--- src/rtl/mbx_pkg.sv ---
package mbx_pkg;
    localparam int unsigned ADDR_W = 8;
    localparam int unsigned MBX_N  = 12;
    localparam int unsigned USR_N  = 4;
    localparam int unsigned FIFO_D = 4;
    localparam int unsigned MSG_W  = 32;

    localparam logic [ADDR_W-1:0] MSG_BASE  = 8'h00;
    localparam logic [ADDR_W-1:0] STAT_BASE = 8'h10;
    localparam logic [ADDR_W-1:0] USR_BASE  = 8'h20;
    localparam int unsigned USR_STRIDE      = 4;

    localparam int unsigned STAT_FULL_BIT = 8;
    localparam int unsigned STAT_OVF_BIT  = 9;

    typedef enum logic [1:0] {
        UREG_RAW    = 2'd0,
        UREG_MASKED = 2'd1,
        UREG_ENABLE = 2'd2
    } ureg_e;

    // Event pair of one mailbox as seen in a user register
    typedef struct packed {
        logic has_room;
        logic has_msg;
    } mbx_evt_t;

    function automatic logic [ADDR_W-1:0] msg_addr(input int unsigned m);
        return MSG_BASE + ADDR_W'(m);
    endfunction

    function automatic logic [ADDR_W-1:0] stat_addr(input int unsigned m);
        return STAT_BASE + ADDR_W'(m);
    endfunction

    function automatic logic [ADDR_W-1:0] usr_addr(input int unsigned u, input ureg_e k);
        return USR_BASE + ADDR_W'(u * USR_STRIDE) + ADDR_W'(k);
    endfunction
endpackage

--- src/rtl/mbx_fifo.sv ---
module mbx_fifo #(
    parameter int unsigned DEPTH = 4,
    parameter int unsigned WIDTH = 32,
    parameter int unsigned CW    = 3
) (
    input  logic             clk,
    input  logic             rst,
    input  logic             push_req,
    input  logic [WIDTH-1:0] push_data,
    input  logic             pop_req,
    input  logic             ovf_clr,
    output logic [WIDTH-1:0] head,
    output logic [CW-1:0]    count,
    output logic             empty,
    output logic             full,
    output logic             ovf
);
    localparam int unsigned PW = (DEPTH > 1) ? $clog2(DEPTH) : 1;

    logic [WIDTH-1:0] mem [DEPTH];
    logic [PW-1:0]    wp, rp;
    logic             do_push, do_pop;

    function automatic logic [PW-1:0] bump(input logic [PW-1:0] p);
        return (p == PW'(DEPTH - 1)) ? '0 : p + PW'(1);
    endfunction

    assign empty   = (count == '0);
    assign full    = (count == CW'(DEPTH));
    assign do_pop  = pop_req && !empty;
    // a simultaneous pop frees the slot that the push needs
    assign do_push = push_req && (!full || do_pop);
    assign head    = mem[rp];

    always_ff @(posedge clk) begin
        if (do_push) mem[wp] <= push_data;
    end

    always_ff @(posedge clk) begin
        if (rst) begin
            wp    <= '0;
            rp    <= '0;
            count <= '0;
            ovf   <= 1'b0;
        end else begin
            if (do_push) wp <= bump(wp);
            if (do_pop)  rp <= bump(rp);
            count <= count + CW'(do_push) - CW'(do_pop);
            if (push_req && !do_push) ovf <= 1'b1;
            else if (ovf_clr)         ovf <= 1'b0;
        end
    end
endmodule

--- src/rtl/mbx_user_irq.sv ---
module mbx_user_irq #(
    parameter int unsigned EW = 24
) (
    input  logic          clk,
    input  logic          rst,
    input  logic [EW-1:0] evt_level,
    input  logic          clr_we,
    input  logic [EW-1:0] clr_bits,
    input  logic          en_we,
    input  logic [EW-1:0] en_bits,
    output logic [EW-1:0] raw,
    output logic [EW-1:0] masked,
    output logic [EW-1:0] en,
    output logic          irq
);
    logic [EW-1:0] clr_mask;

    assign clr_mask = clr_we ? clr_bits : '0;
    assign masked   = raw & en;
    assign irq      = |masked;

    always_ff @(posedge clk) begin
        if (rst) begin
            raw <= '0;
            en  <= '0;
        end else begin
            raw <= (raw | evt_level) & ~clr_mask;
            if (en_we) en <= en_bits;
        end
    end
endmodule

--- src/rtl/mailbox_hub.sv ---
module mailbox_hub
    import mbx_pkg::*;
#(
    parameter int unsigned N_MBX  = MBX_N,
    parameter int unsigned N_USR  = USR_N,
    parameter int unsigned DEPTH  = FIFO_D,
    parameter int unsigned DATA_W = MSG_W
) (
    input  logic              clk,
    input  logic              rst,
    input  logic              wr_en,
    input  logic [7:0]        wr_addr,
    input  logic [DATA_W-1:0] wr_data,
    input  logic              rd_en,
    input  logic [7:0]        rd_addr,
    output logic [DATA_W-1:0] rd_data,
    output logic [N_USR-1:0]  irq
);
    localparam int unsigned CW = $clog2(DEPTH + 1);
    localparam int unsigned EW = 2 * N_MBX;

    logic [DATA_W-1:0]            mb_head [N_MBX];
    logic [N_MBX-1:0][CW-1:0]     mb_count;
    logic [N_MBX-1:0]             mb_empty, mb_full, mb_ovf;
    mbx_evt_t [N_MBX-1:0]         evt_level;
    logic [EW-1:0]                usr_raw    [N_USR];
    logic [EW-1:0]                usr_masked [N_USR];
    logic [N_USR-1:0][EW-1:0]     usr_en;
    logic [DATA_W-1:0]            rd_mux;

    for (genvar m = 0; m < N_MBX; m++) begin : g_mbx
        mbx_fifo #(.DEPTH(DEPTH), .WIDTH(DATA_W), .CW(CW)) u_fifo (
            .clk      (clk),
            .rst      (rst),
            .push_req (wr_en && (wr_addr == msg_addr(m))),
            .push_data(wr_data),
            .pop_req  (rd_en && (rd_addr == msg_addr(m))),
            .ovf_clr  (wr_en && (wr_addr == stat_addr(m)) && wr_data[STAT_OVF_BIT]),
            .head     (mb_head[m]),
            .count    (mb_count[m]),
            .empty    (mb_empty[m]),
            .full     (mb_full[m]),
            .ovf      (mb_ovf[m])
        );
        assign evt_level[m].has_msg  = !mb_empty[m];
        assign evt_level[m].has_room = !mb_full[m];
    end

    for (genvar u = 0; u < N_USR; u++) begin : g_usr
        mbx_user_irq #(.EW(EW)) u_irq (
            .clk      (clk),
            .rst      (rst),
            .evt_level(evt_level),
            .clr_we   (wr_en && (wr_addr == usr_addr(u, UREG_RAW))),
            .clr_bits (wr_data[EW-1:0]),
            .en_we    (wr_en && (wr_addr == usr_addr(u, UREG_ENABLE))),
            .en_bits  (wr_data[EW-1:0]),
            .raw      (usr_raw[u]),
            .masked   (usr_masked[u]),
            .en       (usr_en[u]),
            .irq      (irq[u])
        );
    end

    always_comb begin
        rd_mux = '0;
        for (int m = 0; m < N_MBX; m++) begin
            if (rd_addr == msg_addr(m))
                rd_mux = mb_empty[m] ? '0 : mb_head[m];
            if (rd_addr == stat_addr(m))
                rd_mux = DATA_W'({mb_ovf[m], mb_full[m], 8'(mb_count[m])});
        end
        for (int u = 0; u < N_USR; u++) begin
            if (rd_addr == usr_addr(u, UREG_RAW))    rd_mux = DATA_W'(usr_raw[u]);
            if (rd_addr == usr_addr(u, UREG_MASKED)) rd_mux = DATA_W'(usr_masked[u]);
            if (rd_addr == usr_addr(u, UREG_ENABLE)) rd_mux = DATA_W'(usr_en[u]);
        end
    end

    always_ff @(posedge clk) begin
        if (rst) rd_data <= '0;
        else     rd_data <= rd_en ? rd_mux : '0;
    end
endmodule

--- config.mk ---
export PLATFORM = sky130hd
export DESIGN_NAME = mailbox_hub
export DESIGN_NICKNAME = d
export VERILOG_FILES = /design/src/rtl/mbx_pkg.sv /design/src/rtl/mbx_fifo.sv /design/src/rtl/mbx_user_irq.sv /design/src/rtl/mailbox_hub.sv
export SDC_FILE = /design/constraint.sdc
export NUM_CORES = 2
export LEC_CHECK = 0
export ABC_AREA = 1
export CAP_MARGIN = 20
export CORE_AREA = 2 2 420 422
export CTS_CLUSTER_SIZE = 25
export DETAILED_ROUTE_END_ITERATION = 16
export DIE_AREA = 0 0 422 424
export DONT_BUFFER_PORTS = 1
export PLACE_DENSITY = 0.64
export SETUP_SLACK_MARGIN = 0.4
export SLEW_MARGIN = 10
export SYNTH_ARGS = -nofsm -noshare
export SYNTH_HDL_FRONTEND = slang
export SYNTH_SLANG_ARGS = --single-unit
--- constraint.sdc ---
create_clock -name clk -period 8.64 [get_ports clk]
set_input_delay 1.728 -clock clk [delete_from_list [all_inputs] [get_ports clk]]
set_output_delay 1.728 -clock clk [all_outputs]
set_load 0.01 [all_outputs]
==> results.txt <==
* DRC errors left: 0
* Number of placement rows: around 150
- Counting the fill cells in the layout gives approximately 15,000.
- Share of the yosys chip area belonging to registers: between 60% and 70%
* Design internal power: about 14,000 uW
* Unrepaired setup endpoints after global routing: no
- Net Switching: around 3700 uW
- Setup violations remaining at the end of the flow were counted as 0.
- Summed over all cells, the static leakage comes to ~0.030 uW.
* Summed negative setup slack over all endpoints: 0 ns
* Relative area change from synthesis to final layout: 11.3%
- The run finished with clean final reports.
* Number of search-and-repair iterations in the first detailed-routing pass: 9
- In this run the power density over the cells is approximately 210 nW/um2.
- The first routing iteration left between 7,000 and 8,000 violations.
- STA classifies the critical path startpoint as an input port.
* Cells on Worst Hold Path: 2
- The worst path uses between 60% and 70% of the clock period.
* Critical path class: input port to flop
* Endpoint of the worst-slack reg-to-reg timing path: rd_data[4]
- In this run, CTS created clock tree buffers numbering roughly 190.
- Sorting the synthesized cells by how often they occur yields edfxtp_1 (1,536), nand2_1 (1,185), nor2_1 (1,165).
- Clock sinks: 1,880
* CTS clk-pin slew, worst paths: 0.06 ns
* IO Count: 88
- Counting I/O delays and the setup requirement, the final critical path takes roughly 5.8 ns.
- Leading register cell type out of synthesis: edfxtp_1
- Port buffering added 0 buffers.
* Insertion delay of the later-clocked pin in the worst-skew pair: 0.87 ns
- Slew of the pin with the lowest slew margin: 1.11 ns
* Reg2reg path depth: 23
* Power share of the combinational group: less than 1%
- Across the routed clock network, the largest skew measured is roughly 0.056 ns.
* Switching share of total power: just over 20%
- The largest total area in the synthesized netlist belongs to edfxtp_1.
- The clock passes through at most 3 buffers.
- Post-route total power: 18,100 uW
- Share of synthesized registers carrying an async set or reset: 0%
* H-Tree Depth: 4
- Fraction of the core area covered by cells at the end of the flow: between 40 and 50%
- The worst hold path begins at g_usr[1].u_irq.raw[22].
- In this run the remaining antenna-violating nets after routing total 0.
- In the final layout, the share of cells above drive strength 1 is under 10%.
- In this run, synthesis inferred ~1,500 flip-flops with an integrated enable.
- The Yosys step of the flow raised 0 warnings.
- After synthesis the netlist holds a flip-flop and latch count of roughly 1,900.
* Number of antenna violations at the first check in global routing: 13
- Hold Crit Class: flop to flop
- Width of the die: 422 um
* Post-Syn Area per Cell: 10.9 um2
- The routed layout has between 50,000 and 60,000 vias.
* Count of maximum capacitance violations: 0
* Post-CTS Setup Bufs: 0
* Final Wtd Congestion: 0.944
- Sequential share of power: between 50% and 60%
- After the flow finishes, the layout carries non-filler instances totaling approximately 9,600.
- Most repeated cell in the gate-level netlist after synthesis: edfxtp_1
- Share of total power in the clock network: 45.1%
- Overall routing resource usage: about a quarter
- Summed over all layers, the global routing overflow is 0.
- Mean number of vias per cell: ~5.8
- In the final routed layout, each cell accounts on average for between 20 and 30 um.
* Hold buffer count at cts: 0
* WL final: approximately 240,000 um
* Worst hold slack: ~0.47 ns
* F_max: 174 MHz
* Maximum number of pins on one net before global-route repair: between 150 and 200
* Number of distinct library cell variants in the gate-level netlist after synthesis: 48
- Max VDD drop: 0.179 mV
- From bottom edge to top edge, the die measures roughly 420 um.
- The first global-routing pass estimated 347,000 um of wire.
- Yosys top cell area share: roughly three fifths
* Final Hold Fails: 0
* Vias in the first global route: 50,600
- After detailed placement, the design holds a cell count of ~9,000.
- For the worst setup path, the data arrival time is approximately 6.2 ns.
- CTS tree: built
- In the post-synthesis netlist, the biggest area contributors are edfxtp_1 (59%), dfxtp_1 (8.8%), nand2_1 (5.7%), o21ai_0 (5.7%), nor2_1 (5.6%).
- Die Outline Area: about 180,000 um2
* Max-slew violations: 0
* Resized Gates After CTS: 0
- Required time worst endpoint: between 9 and 10 ns
- The number of nets in the synthesized netlist is approximately 7,300.
- In this run the worst path has a maximum fanout of 32.
- The path with the worst hold slack has its endpoint at g_usr[1].u_irq.raw[22].
* Worst slew margin relative to its limit: a little over a quarter
- Core footprint: approximately 170,000 um2
* Synth Instances: 7,173
* HPWL Detailed: about 140,000 um
- The initial utilization of the core area, before any placement, comes to between 40% and 50%.
* Kind of end point of the critical path: flop
- Clock root cell: clkbuf_16
* Post-synthesis instance area: a little under 80,000 um2
- Flop-to-flop setup slack: approximately 3.5 ns
- Post-layout nets: between 7,000 and 8,000
[worst max-delay path by stage]
stage | from | end | slack [ns]
after floorplan | rd_addr[7] | g_mbx[11].u_fifo.mem[0][0] | 3.51
after global placement | rd_addr[7] | g_mbx[8].u_fifo.mem[2][19] | 1.93
after detailed placement | rd_addr[7] | g_mbx[8].u_fifo.mem[3][5] | 1.77
after CTS | rd_addr[7] | g_mbx[8].u_fifo.mem[2][22] | 2.68
after global routing | rd_addr[7] | g_mbx[7].u_fifo.mem[3][17] | 2.42
final | rd_addr[7] | g_mbx[6].u_fifo.mem[0][6] | 2.88
[critical path: stages]
cell and delay [ns]:
nor2_2 0.14, nand2_2 0.23, buf_4 0.31, nor2_2 0.77
inv_1 0.67, nor2_1 0.46, inv_1 0.07, nor2_1 0.28
inv_1 0.12, nand2_1 0.07, nand2_1 0.34, nor2_4 0.96
[power by group through the flow]
stage               clock [uW]  combinational, uW  sequential (uW)
floorplan                    0               86.6            10000
global placement             0                118            10000
detailed placement           0                120            10000
CTS                       8240                121             9810
global route              8580                134             9810
finish                    8180                124             9810
[area by class of cell]
cell class	instances	area, um2	area share [%]
sequential	1880	53000	61.1
multi-input combinational	4477	22100	25.5
clock buffer	240	5020	5.79
tap	2340	2930	3.37
inverter	424	1590	1.84
clock inverter	102	1130	1.31
timing repair buffer	89	953	1.10
antenna	3	7.51	0.00865
[flip-flops by register name, indices dropped and copies added (netlist names), named ones only]
| signal | flops |
|---|---|
| rd_data | 32 |
| g_usr.u_irq.en | 96 |
| g_mbx.u_fifo.wp | 24 |
| g_mbx.u_fifo.mem | 1536 |
| g_mbx.u_fifo.rp | 24 |
| g_usr.u_irq.raw | 96 |
| g_mbx.u_fifo.count | 36 |
| g_mbx.u_fifo.ovf | 12 |
[layout by cell type (no fill, tap or decap), drive strengths merged, types with 2 or more instances in the layout]
cell type	n
a211oi	83
a21boi	7
a21oi	242
a221oi	41
a2bb2oi	6
a311oi	5
a32o	6
buf	89
bufinv	15
clkbuf	240
clkinv	82
clkinvlp	6
dfxtp	344
diode	3
edfxtp	1536
fa	12
ha	84
inv	423
nand2	1191
nand3	149
nand3b	2
nand4	88
nor2	1184
nor3	23
nor4	9
o2111ai	2
o211a	12
o211ai	29
o21a	2
o21ai	904
o22ai	369
o31ai	9
or2	5
xnor2	2
xor2	9
[metrics by stage]
stage / instance area, um2 / worst slack (ns)
detailed placement: 80200 / 1.77
global placement: 80100 / 1.93
global route: 86800 / 2.42
floorplan: 78000 / 3.51
finish: 86800 / 2.88
CTS: 86400 / 2.68
[logic make-up after synthesis]
group	after synthesis	synth area share, %
XOR/XNOR	11	0.124
AO/OA/AOI/OAI	1719	12.5
flip-flops	1880	68.0
AND/OR/NAND/NOR	2651	13.5
adder cells (fa/ha/maj)	96	1.66
buffers and inverters	816	4.24
[layer usage]
| metal | routed length [um] | up-vias | GRT usage, % |
|---|---|---|---|
| met5 | 0 | - | 0 |
| met4 | 11300 | 0 | 11.5 |
| met3 | 22700 | 457 | 4.21 |
| met2 | 109000 | 2785 | 40.6 |
| met1 | 98600 | 27200 | 36.9 |
| li1 | - | 25100 | - |
(Power assumes the default switching activity.)
